--- src/rtl/fifo_entry_stage.sv ---
module fifo_entry_stage #(
  parameter int W = 4
) (
  input  logic         clk,
  input  logic         rst_n,
  input  logic         par_load,
  input  logic [W-1:0] par_din,
  input  logic         ser_clk,
  input  logic         ser_din,
  input  logic         chain_en_n,
  input  logic         xfer_n,
  input  logic         stack_top_empty,
  output logic         full_n,
  output logic         stack_wr,
  output logic [W-1:0] stack_wdata
);

  localparam logic [W-1:0] INIT_WORD = {1'b1, {(W-1){1'b0}}};

  logic [W-1:0] dat;
  logic         mark, req, master, sclk_q;

  wire sfall   = sclk_q & ~ser_clk;
  wire init_go = req & ~par_load & (master | ~chain_en_n);

  assign full_n      = ~mark;
  assign stack_wdata = dat;
  assign stack_wr    = ~xfer_n & mark & stack_top_empty & ~req;

  always_ff @(posedge clk) begin
    sclk_q <= ser_clk;
    if (!rst_n) begin
      dat    <= INIT_WORD;
      mark   <= 1'b0;
      req    <= 1'b0;
      master <= ~chain_en_n;
    end else begin
      if (stack_wr)     req <= 1'b1;
      else if (init_go) req <= 1'b0;

      if (init_go) begin
        dat  <= INIT_WORD;
        mark <= 1'b0;
      end else if (par_load) begin
        dat  <= par_din;
        mark <= 1'b1;
      end else if (sfall && !chain_en_n && !mark) begin
        {dat, mark} <= {ser_din, dat};
      end
    end
  end


  one_write_chk: assert property (@(posedge clk) disable iff (!rst_n)
    stack_wr |=> !stack_wr);


  fill_cause_chk: assert property (@(posedge clk) disable iff (!rst_n)
    $fell(full_n) |-> $past(par_load || (sfall && !chain_en_n)));


  reinit_cause_chk: assert property (@(posedge clk) disable iff (!rst_n)
    $rose(full_n) |-> $past(req && !par_load));


  slave_wait_chk: assert property (@(posedge clk) disable iff (!rst_n)
    ($rose(full_n) && !master) |-> $past(!chain_en_n));


  hold_word_chk: assert property (@(posedge clk) disable iff (!rst_n)
    (!full_n && !req && !par_load) |=> $stable(stack_wdata));

endmodule

--- config.mk ---
export PLATFORM = sky130hd
export DESIGN_NAME = fifo_entry_stage
export DESIGN_NICKNAME = d
export VERILOG_FILES = /design/src/rtl/fifo_entry_stage.sv
export SDC_FILE = /design/constraint.sdc
export NUM_CORES = 1
export LEC_CHECK = 0
export ABC_AREA = 1
export CAP_MARGIN = 20
export CORE_AREA = 3 3 40 42
export DETAILED_ROUTE_END_ITERATION = 16
export DIE_AREA = 0 0 43 45
export PLACE_DENSITY = 0.61
export SLEW_MARGIN = 25
export SYNTH_ARGS = -nofsm -noshare
export SYNTH_HDL_FRONTEND = slang
export SYNTH_SLANG_ARGS = --single-unit
--- constraint.sdc ---
create_clock -name clk -period 1.4 [get_ports clk]
set_input_delay 0.42 -clock clk [delete_from_list [all_inputs] [get_ports clk]]
set_output_delay 0.42 -clock clk [all_outputs]
set_load 0.02 [all_outputs]
# --- After elaboration in Yosys (flattened, before gate mapping) ---
# Index checks and enable logic that the tools add are counted.
totals:
  out_inout_bits: 6
  wordCells: 32
  register_bits: 8
classes:
  n_bitwise: 14
  n_reduce_logical: 7
  muxes: 6
ops:
  columns: ["cell", "n"]
  rows:
  - ["$mux W4", 2]
  - ["$not A1 Y1", 7]
  - ["$and A1 B1 Y1", 6]
  - ["$mux W1", 4]
  - ["$reduce_bool A2 Y1", 2]
  - ["$logic_and A1 B1 Y1", 2]
  - ["$logic_not A1 Y1", 2]
  - ["$reduce_or A2 Y1", 1]
  - ["$or A1 B1 Y1", 1]

# --- Depth between registers and ports, before layout ---
depth:
  depth_word: 6
  depth_mapped: 7
  mapped_depth_nobuf: 7

# --- Worst setup path before layout ---
# OpenSTA, ideal clock, no wires.
synth_path:
  path_type: "input to output"
  startpoint: "input xfer_n"
  endpoint: "output stack_wr"
  n_path_buf: 0
  t_required_ns: 0.980
  setup_slack_ns: 0.262
  t_arrival_ns: 0.718
  path_stages: 3
  path_cell_list: "nor2_1 nand3_1 inv_1"
synth_via:
  elab_chain_len: 4
synth_lines:
  columns: ["item", "line", "text"]
  rows:
  - ["start, declared", "11", "input logic xfer_n,"]
  - ["$not A1 Y1", "28", "assign stack_wr = ~xfer_n & mark & stack_top_empty & ~req;"]
  - ["$and A1 B1 Y1 (3 in series)", "28", null]
  - ["end, declared", "14", "output logic stack_wr,"]
# No other way between the ends.

# --- Worst setup path in the final report ---
layout_path:
  startpoint: "register mark"
  endpoint: "output full_n"
layout_via:
  elab_chain_len: 1
layout_lines:
  columns: ["item", "line", "text"]
  rows:
  - ["start, declared", "21", "logic mark, req, master, sclk_q;"]
  - ["start signal, assigned", "48", "{dat, mark} <= {ser_din, dat};"]
  - ["$not A1 Y1", "26", "assign full_n = ~mark;"]
  - ["end, declared", "13", "output logic full_n,"]
# No other way between the ends.

==> results.md <==
* area of the mapped netlist: 402 sq um
* final core utilization: 53.5%
* wire length of the first global-routing pass: 1600 um
* final RePlAce weighted congestion: 0.713
* count of boundary I/O pins: 18
* multi-input gate area in the final layout: 185 sq um
* average via count per standard cell: 4.29
* hold path start: req
* number of iterations in the first detailed-routing pass: 4
* Pwr per Cell Area: 863 nW/um^2
* Antenna Violating Nets Remaining: 0
* startpoint kind of the worst setup timing path: flip-flop
* average routed wire per standard cell: 8.52 um
* clock latency on the worst-skew pair: 0.26 ns
* total setup violations reported at the end of the flow: 0
* Clock Pin Slew Worst Setup and Hold Paths: 0.05 ns
* Yosys warning count: 0
* TritonCTS buffer count: 3
* run status: complete, no violations
* number of max-cap violations: 0
* cell with the biggest individual delay on the critical path: dfxtp_1
* final hold violations: 0
* Max Clock Skew: 0.0101 ns
* number of global-route vias before repair: 409
* drc violations: 0
* cell-by-cell trace of the critical path: inv_1 > clkdlybuf4s15_1
* leading cell types by count after synthesis: 16 x nand2_1, 12 x inv_1, 7 x dfxtp_1, 7 x nor2_1, 6 x nand3_1
* worst stage delay on the critical path: 0.31 ns
* number of diodes: 0
* setup repair after global routing missed its margin: no
* Worst setup EP type: primary output
* dominant cell by count in the synthesized netlist: nand2_1
* kind of critical path: reg -> out
* H-tree lvl count: 1
* most area-consuming cells after synthesis: dfxtp_1 35%, nand2_1 15%, inv_1 11%, nand3_1 7.5%, edfxtp_1 7.5%
* placed wire-length estimate: 711 um
* flip-flop and latch count after synthesis: 8
* average cell area after synthesis: 6.58 sq um
* beginning of the worst register-to-register path: mark
* starting DRC count in detailed routing: 6
* count of different cell masters after synthesis: 15
* Max Clk Rate: 744 MHz
* number of fill cells: 125
* instance count of the mapped netlist: 61
* cell area after layout: 687 sq um
* NumNets Final: 103
* number of enable flip-flop cells after synthesis: 1
* Final period util: 96.1%
* maximum fanout encountered on the critical timing path: 2
* initial standard-cell utilization of the core: 31.3%
* Max-Slew Margin vs Limit: 85.9%
* fraction of layout cells with a size suffix above 1: 23.3%
* ys flop type: dfxtp_1
* height of the die: 45 um
* Hold Slack: 0.499 ns
* Final Routed Wirelength: 895 um
* Net Count, Synth: 73
* Async S/R FF share, synth: 0%
* number of buffers between clock root and the deepest sink: 2
* number of placement rows: 13
* floorplan die area: 1940 sq um
* required time worst endpoint: 0.98 ns
* Hold Path Class: reg -> reg
* timing startpoint of the critical path: mark
* footprint of the flip-flops and latches: 170 sq um
* overall die width: 43 um
* clock period minus final worst setup slack: 1.34 ns
* placed cell areas: 651 sq um
* number of vias in the routed layout: 450
* TritonCTS clock tree: done
* gr usage total: 11.4%
* Post-CTS Hold Fix Bufs: 0
* antenna violations before repair: 0
* cell type with the highest aggregate area in the netlist: dfxtp_1
* Pins Over Slew Limit: 0
* P&R area growth vs syn: 71.0%
* Worst IR Drop VDD: 390 uV
* I/O Buffers: 17
* sequential area share after synthesis: 42.4%
* Worst EP arrival: 0.92 ns
* total gr overflow: 0
* Sink Count: 8
* top-area cell type share of the netlist area: 34.9%
* CTS Root Buffer Type: clkbuf_4
* Lkg Pwr: 0.365 nW
* placeable core region: 1280 sq um
* slew at the pin closest to its max-slew limit: 0.212 ns
* maximum number of pins on one net before global-route repair: 8
* number of buffers added for setup after CTS: 0
## power by group
| part | leakage (nW) | internal, W | switching (W) |
|---|---|---|---|
| Combinational | 0.282 | 0.0000766 | 0.0000674 |
| Sequential | 0.0679 | 0.000249 | 0.00000856 |
| Clock | 0.0150 | 0.000109 | 0.0000818 |
| Total | 0.365 | 0.000435 | 0.000158 |
## sequential cells by signal, indices dropped and copies added, names as in the netlist
register     count
stack_wdata      4
master           1
req              1
mark             1
sclk_q           1
## critical path, delay by kind of cell, from the launching register on
family	cells	cell delay (ns)
buffers and inverters	2	0.37
flip-flops	1	0.31
## timing repair
action / CTS / global route
setup endpoints to repair: 6 / 3
pin swaps: 0 / 2
resized for setup: 11 / 7
endpoints found under the hold margin: 0 / 0
## logic make-up (layout without fill, tap and decap cells)
group / count (synthesis) / in the layout / share of synthesized area, %
buf+inv: 14 / 43 / 13.4
compound gates: 4 / 4 / 5.30
simple gates: 35 / 35 / 38.9
flops: 8 / 8 / 42.4
## metal layers
metal  track usage [%]  vias up  wire length [um]
li1                  -      243                 -
met1              12.7      182               380
met2              18.3       22               395
met3              4.38        3               101
met4              7.23        0                18
met5                 0        -                 0
## through the flow
| step | worst slack, ns | setup TNS [ns] | instances | total power, W |
|---|---|---|---|---|
| after floorplan | 0.262 | 0 | 61 | 0.000326 |
| after global placement | -0.640 | -1.25 | 101 | 0.000412 |
| after detailed placement | -0.675 | -1.28 | 101 | 0.000413 |
| after CTS | -0.224 | -0.224 | 105 | 0.000599 |
| after global routing | 0.00106 | 0 | 105 | 0.000633 |
| final | 0.0553 | 0 | 105 | 0.000593 |
## placed cells by master (no fill, tap or decap), drive strengths merged
| cell type | synthesis | final |
|---|---|---|
| a21oi | 2 | 2 |
| o21ai | 1 | 1 |
| nor2 | 7 | 7 |
| buf | 0 | 9 |
| dlygate4sd2 | 0 | 3 |
| and2 | 1 | 1 |
| clkinv | 1 | 1 |
| dlymetal6s2s | 0 | 2 |
| nand2 | 19 | 19 |
| inv | 13 | 13 |
| clkdlybuf4s15 | 0 | 2 |
| clkdlybuf4s50 | 0 | 9 |
| clkbuf | 0 | 4 |
| nor3 | 1 | 1 |
| o22ai | 1 | 1 |
| nand3 | 7 | 7 |
| edfxtp | 1 | 1 |
| dfxtp | 7 | 7 |
## cell type report
| cell class | instances | area share [%] |
|---|---|---|
| well taps | 15 | 2.73 |
| repair buffers | 25 | 33.9 |
| clock buffers | 4 | 3.83 |
| multi-input cells | 39 | 27.0 |
| flip-flops and latches | 8 | 24.8 |
| inverters | 14 | 7.83 |
## path summary, 6_finish.rpt
kind | endpoint | slack (ns) | depth (start not counted)
worst min register to register | req | 0.50 | 2
worst max-delay path | full_n | 0.06 | 2
worst max register to register | stack_wdata[0] | 0.41 | 6
worst min-delay path | req | 0.50 | 2
No activity file was read; power rests on OpenSTA's default activity.
